## config.mk

```make
export PLATFORM = sky130hd
export DESIGN_NAME = throttle_arbiter
export DESIGN_NICKNAME = d
export VERILOG_FILES = /design/src/rtl/thr_arb_pkg.sv /design/src/rtl/thr_prio_clamp.sv /design/src/rtl/thr_select.sv /design/src/rtl/thr_out_reg.sv /design/src/rtl/throttle_arbiter.sv
export SDC_FILE = /design/constraint.sdc
export NUM_CORES = 1
export LEC_CHECK = 0
export ABC_CLOCK_PERIOD_IN_PS = 800
export BUFFER_PORTS_ARGS = -buffer_cell sky130_fd_sc_hd__buf_2
export CAP_MARGIN = 20
export CORE_MARGIN = 8
export CORE_UTILIZATION = 45
export CTS_CLUSTER_DIAMETER = 200
export CTS_CLUSTER_SIZE = 14
export DETAILED_ROUTE_END_ITERATION = 16
export GPL_ROUTABILITY_DRIVEN = 1
export PLACE_DENSITY = 0.8
export SLEW_MARGIN = 0
export SYNTH_ARGS = -nofsm -noshare
export SYNTH_HDL_FRONTEND = slang
export SYNTH_SLANG_ARGS = --single-unit
```

## constraint.sdc

```tcl
create_clock -name clk_i -period 0.8 [get_ports clk_i]
set_clock_uncertainty 0.1 [all_clocks]
set_input_delay 0.08 -clock clk_i [delete_from_list [all_inputs] [get_ports clk_i]]
set_output_delay 0.08 -clock clk_i [all_outputs]
set_load 0.005 [all_outputs]
```

## src/rtl/thr_arb_pkg.sv

```systemverilog
package thr_arb_pkg;
  typedef enum logic [1:0] {
    GPU_NONE = 2'd0,
    GPU_LOW  = 2'd1,
    GPU_MED  = 2'd2,
    GPU_HIGH = 2'd3
  } gpu_lvl_e;

  localparam int unsigned PRIO_LO = 1;
  localparam int unsigned PRIO_HI = 100;
endpackage

```

## src/rtl/thr_prio_clamp.sv

```systemverilog
module thr_prio_clamp
  import thr_arb_pkg::*;
#(
  parameter int unsigned PRIO_W = 7
) (
  input  logic [PRIO_W-1:0] raw_i,
  output logic [PRIO_W-1:0] clamped_o
);
  localparam logic [PRIO_W-1:0] LO = PRIO_W'(PRIO_LO);
  localparam logic [PRIO_W-1:0] HI = PRIO_W'(PRIO_HI);

  always_comb begin
    if (raw_i < LO)      clamped_o = LO;
    else if (raw_i > HI) clamped_o = HI;
    else                 clamped_o = raw_i;
  end
endmodule

```

## src/rtl/thr_select.sv

```systemverilog
module thr_select #(
  parameter int unsigned N_SRC  = 3,
  parameter int unsigned PRIO_W = 7,
  parameter int unsigned IDX_W  = 2
) (
  input  logic [N_SRC-1:0]        act_i,
  input  logic [N_SRC*PRIO_W-1:0] prio_i,
  output logic                    hit_o,
  output logic [IDX_W-1:0]        idx_o
);
  logic [PRIO_W-1:0] best;

  // ascending scan, strict greater: lowest index keeps a tie
  always_comb begin
    hit_o = 1'b0;
    idx_o = '0;
    best  = '0;
    for (int i = 0; i < N_SRC; i++) begin
      if (act_i[i] && (!hit_o || prio_i[i*PRIO_W +: PRIO_W] > best)) begin
        hit_o = 1'b1;
        idx_o = IDX_W'(i);
        best  = prio_i[i*PRIO_W +: PRIO_W];
      end
    end
  end
endmodule

```

## src/rtl/thr_out_reg.sv

```systemverilog
module thr_out_reg #(
  parameter int unsigned N_SRC = 3,
  parameter int unsigned PCT_W = 7,
  parameter int unsigned LVL_W = 2,
  parameter int unsigned IDX_W = 2
) (
  input  logic                   clk_i,
  input  logic                   rst_ni,
  input  logic                   hit_i,
  input  logic [IDX_W-1:0]       idx_i,
  input  logic [N_SRC*PCT_W-1:0] cpu_pct_i,
  input  logic [N_SRC*LVL_W-1:0] gpu_lvl_i,
  output logic                   valid_o,
  output logic [IDX_W-1:0]       win_idx_o,
  output logic [PCT_W-1:0]       cpu_pct_o,
  output logic [LVL_W-1:0]       gpu_lvl_o
);
  logic [PCT_W-1:0] pct_sel;
  logic [LVL_W-1:0] lvl_sel;

  always_comb begin
    pct_sel = '0;
    lvl_sel = '0;
    for (int i = 0; i < N_SRC; i++) begin
      if (hit_i && idx_i == IDX_W'(i)) begin
        pct_sel = cpu_pct_i[i*PCT_W +: PCT_W];
        lvl_sel = gpu_lvl_i[i*LVL_W +: LVL_W];
      end
    end
  end

  always_ff @(posedge clk_i or negedge rst_ni) begin
    if (!rst_ni) begin
      valid_o   <= 1'b0;
      win_idx_o <= '0;
      cpu_pct_o <= '0;
      gpu_lvl_o <= '0;
    end else begin
      valid_o   <= hit_i;
      win_idx_o <= hit_i ? idx_i : '0;
      cpu_pct_o <= pct_sel;
      gpu_lvl_o <= lvl_sel;
    end
  end
endmodule

```

## src/rtl/throttle_arbiter.sv

```systemverilog
module throttle_arbiter #(
  parameter int unsigned N_SRC  = 3,
  parameter int unsigned PRIO_W = 7,
  parameter int unsigned PCT_W  = 7,
  parameter int unsigned LVL_W  = 2,
  localparam int unsigned IDX_W = (N_SRC > 1) ? $clog2(N_SRC) : 1
) (
  input  logic                    clk_i,
  input  logic                    rst_ni,
  input  logic [N_SRC-1:0]        act_i,
  input  logic [N_SRC*PRIO_W-1:0] prio_i,
  input  logic [N_SRC*PCT_W-1:0]  cpu_pct_i,
  input  logic [N_SRC*LVL_W-1:0]  gpu_lvl_i,
  output logic                    valid_o,
  output logic [IDX_W-1:0]        win_idx_o,
  output logic [PCT_W-1:0]        cpu_pct_o,
  output logic [LVL_W-1:0]        gpu_lvl_o
);
  logic [N_SRC*PRIO_W-1:0] prio_c;
  logic                    hit;
  logic [IDX_W-1:0]        idx;

  for (genvar g = 0; g < N_SRC; g++) begin : g_clamp
    thr_prio_clamp #(.PRIO_W(PRIO_W)) u_clamp (
      .raw_i     (prio_i[g*PRIO_W +: PRIO_W]),
      .clamped_o (prio_c[g*PRIO_W +: PRIO_W])
    );
  end

  thr_select #(.N_SRC(N_SRC), .PRIO_W(PRIO_W), .IDX_W(IDX_W)) u_sel (
    .act_i  (act_i),
    .prio_i (prio_c),
    .hit_o  (hit),
    .idx_o  (idx)
  );

  thr_out_reg #(.N_SRC(N_SRC), .PCT_W(PCT_W), .LVL_W(LVL_W), .IDX_W(IDX_W)) u_out (
    .clk_i     (clk_i),
    .rst_ni    (rst_ni),
    .hit_i     (hit),
    .idx_i     (idx),
    .cpu_pct_i (cpu_pct_i),
    .gpu_lvl_i (gpu_lvl_i),
    .valid_o   (valid_o),
    .win_idx_o (win_idx_o),
    .cpu_pct_o (cpu_pct_o),
    .gpu_lvl_o (gpu_lvl_o)
  );
endmodule

```

==> flow_summary.json <==
{
  "status": "complete, but fails checks",
  "violations": "negative hold slack, negative setup slack",
  "initial_core_util_pct": 46.5,
  "syn2layout_area_growth_pct": 67.2,
  "num_rows": 19,
  "synth_nets": 222,
  "comb_power_share_pct": 51.5,
  "holdCritPathClass": "input port to flop",
  "die_area_sq_mm": 0.00475,
  "fin_nets": 322,
  "grt_overflow_total": 0,
  "ys_seq_elements": 12,
  "numCtsBuffers": 3,
  "critPathArrivalTime_ns": 3.50,
  "hold_start": "cpu_pct_i[20]",
  "dpl.hpwl_um": 3170,
  "pre_cts_slack_ns": -2.91,
  "dp.cells": 270,
  "drv_cap": 0,
  "ys_warn_count": 0,
  "netlist_area_sq_mm": 0.00126,
  "antenna-diode-count": 0,
  "drt_iter0_drc": 107,
  "setup_viol": 24,
  "core_area_sq_mm": 0.00271,
  "critPathMaxFanout": 8,
  "slew_headroom_pct": 77.1,
  "fmax_ghz": 0.291,
  "start_kind": "input port",
  "first_pass_iters": 4,
  "synth_cells": 155,
  "hold_depth": 2,
  "gp_congestion": 0.849,
  "clk_pin_slew_ns": 0.08,
  "drc": 0,
  "htree_levels": 1,
  "final.min_clock_period_ns": 3.44,
  "routedWlPerCell_um": 15.9,
  "cts_tree": "done",
  "fillers": 189,
  "synth_edf_count": 0,
  "critPathCaptureType": "flop",
  "p_sw_share_pct": 33.4,
  "wirelength_um": 4540,
  "min_to": "u_out.cpu_pct_o[6]",
  "worstSetupPathType": "input port to flop",
  "leakagePower_uw": 0.00112,
  "routed_via_density": 5.25,
  "whs_ns": -0.0652,
  "cts_buffer_depth": 2,
  "yosysSeqAreaShare_pct": 23.8,
  "period_share_pct": 430,
  "peakVddDrop_mv": 1.20,
  "cts_sinks": 12,
  "grt_pass1_vias": 1568,
  "grt_max_degree": 13,
  "drive_gt1_share_pct": 51.6,
  "ios": 65,
  "die_y_um": 68.9,
  "cts-root-buf": "clkbuf_4",
  "port_buffers": 64,
  "slew_violations": 0,
  "worst_slew_pin_slew_ns": 0.342,
  "rsz0062_at_grt": "true",
  "hold_violations": 9,
  "p_clk_share_pct": 19.7,
  "synth_cell_type_count": 32,
  "grt.total_usage_pct": 17.7,
  "ctsHoldBuffers": 1,
  "grt_pass1_wl_um": 6500,
  "power_frac_seq_pct": 28.8,
  "antenna_found_initial": 0,
  "syn_area_per_cell_sq_um": 8.13,
  "stdcell_count": 285,
  "setup_ws_ns": -2.64,
  "ys.flop_type": "dfrtp_1",
  "switching_power_uw": 816,
  "detail-route-antenna-nets": 0,
  "ys_async_sr_fraction_pct": 100,
  "required_ns": 0.86,
  "intPower_uw": 1630,
  "die_w_um": 68.9,
  "vias": 1495,
  "postLayoutCoreUtil_pct": 77.7,
  "powerDensity_mw_per_mm2": 1160
}
cell type report:
class	instances	area [sq um]	share of cell area, %
multi-input cells	120	1020	48.3
repair buffers	102	653	31.0
clock buffers	4	36.3	1.72
well taps	31	38.8	1.84
inverters	16	60.1	2.85
flip-flops and latches	12	300	14.3
routing by layer:
layer / GRT usage [%] / vias to the layer above / part of all wire [%]
li1: - / 749 / -
met1: 19.6 / 671 / 40
met2: 30.3 / 63 / 50
met3: 5.17 / 12 / 7.9
met4: 8.52 / 0 / 2.3
met5: 0 / - / 0
registers in the layout, indices dropped and copies added (netlist names):
| signal | cells |
|---|---|
| u_out.cpu_pct_o | 7 |
| u_out.win_idx_o | 2 |
| u_out.valid_o | 1 |
| u_out.gpu_lvl_o | 2 |
cells by family (layout without fill, tap and decap cells):
logic type | Yosys count | in the layout | share of synthesized area [%]
flip-flops | 12 | 12 | 23.8
multiplexers | 18 | 18 | 15.2
AO/OA/AOI/OAI | 34 | 35 | 19.4
buffers and inverters | 25 | 122 | 9.14
adder cells (fa/ha/maj) | 14 | 14 | 13.9
AND/OR/NAND/NOR | 52 | 53 | 18.6
placed cells by master, fill, tap and decap left out, drive strengths merged:
master,count
buf,101
nand2,23
inv,16
ha,14
nor2,12
dfrtp,12
a21oi,11
mux2i,9
mux2,9
o21ai,7
a31oi,5
clkbuf,4
nand4,3
and2,3
nor3,3
o21bai,2
o21a,2
nand3b,2
o221ai,2
o31ai,2
nand3,2
or3,2
o311a,2
nor4,1
o41ai,1
o2111ai,1
nand2b,1
nor2b,1
dlygate4sd3,1
metrics by stage:
stage               setup TNS [ns]  total power [uW]  cell area [sq um]
finish                      -30.41              2450               2110
global route                -32.99              2610               2110
CTS                         -28.82              2210               1900
detailed placement          -31.75              1690               1800
global placement            -30.51              1670               1800
floorplan                   -29.51              1260               1290
worst max path at each step:
stage	start	to	slack, ns	cells after the start
finish	prio_i[2]	u_out.cpu_pct_o[4]	-2.64	18
global route	prio_i[2]	u_out.gpu_lvl_o[0]	-2.84	18
CTS	prio_i[4]	u_out.cpu_pct_o[4]	-2.52	17
global placement	prio_i[4]	u_out.cpu_pct_o[3]	-2.80	17
detailed placement	prio_i[4]	u_out.cpu_pct_o[4]	-2.91	17
floorplan	prio_i[4]	u_out.cpu_pct_o[0]	-2.75	18
critical path, stage by stage:
cell and delay [ns]:
buf_8 0.10, o311a_4 0.37, o41ai_2 0.05, o311a_1 0.30, nand2_2 0.09, ha_4 0.28
nand4_1 0.17, a21oi_4 0.24, o221ai_4 0.18, nor2_1 0.17, a31oi_1 0.07, ha_1 0.32
nand4_1 0.14, a21oi_2 0.16, nor3_2 0.07, a21oi_2 0.21, buf_6 0.18, mux2_4 0.31
cell usage after synthesis (3+ instances only):
| master | instances | area (sq um) |
|---|---|---|
| nor2_1 | 12 | 45.0 |
| mux2_2 | 8 | 90.1 |
| a21oi_1 | 9 | 45.0 |
| and2_1 | 3 | 18.8 |
| clkbuf_1 | 4 | 15.0 |
| a31oi_1 | 5 | 31.3 |
| inv_1 | 16 | 60.1 |
| nand2_1 | 23 | 86.3 |
| dfrtp_1 | 12 | 300 |
| nor3_1 | 3 | 15.0 |
| ha_1 | 14 | 175 |
| mux2i_1 | 9 | 90.1 |
| nand4_1 | 3 | 18.8 |
| o21ai_0 | 7 | 35.0 |
power groups by stage:
stage	sequential (uW)	clock (uW)	combinational (uW)
3_5_place_dp	713	0	977
2_1_floorplan	730	0	534
4_1_cts	703	488	1020
6_report	705	482	1260
3_3_place_gp	717	0	955
5_1_grt	709	531	1370
repair_timing:
action                                  in CTS  in global routing
pin swaps                                    4                 17
cloned                                       2                  1
endpoints found under the setup margin      24                 24
buffers inserted                             1                  6
gates resized for setup                      4                 37
endpoints found under the hold margin       21                  9
Note: power is estimated with default switching activity, not from simulation.
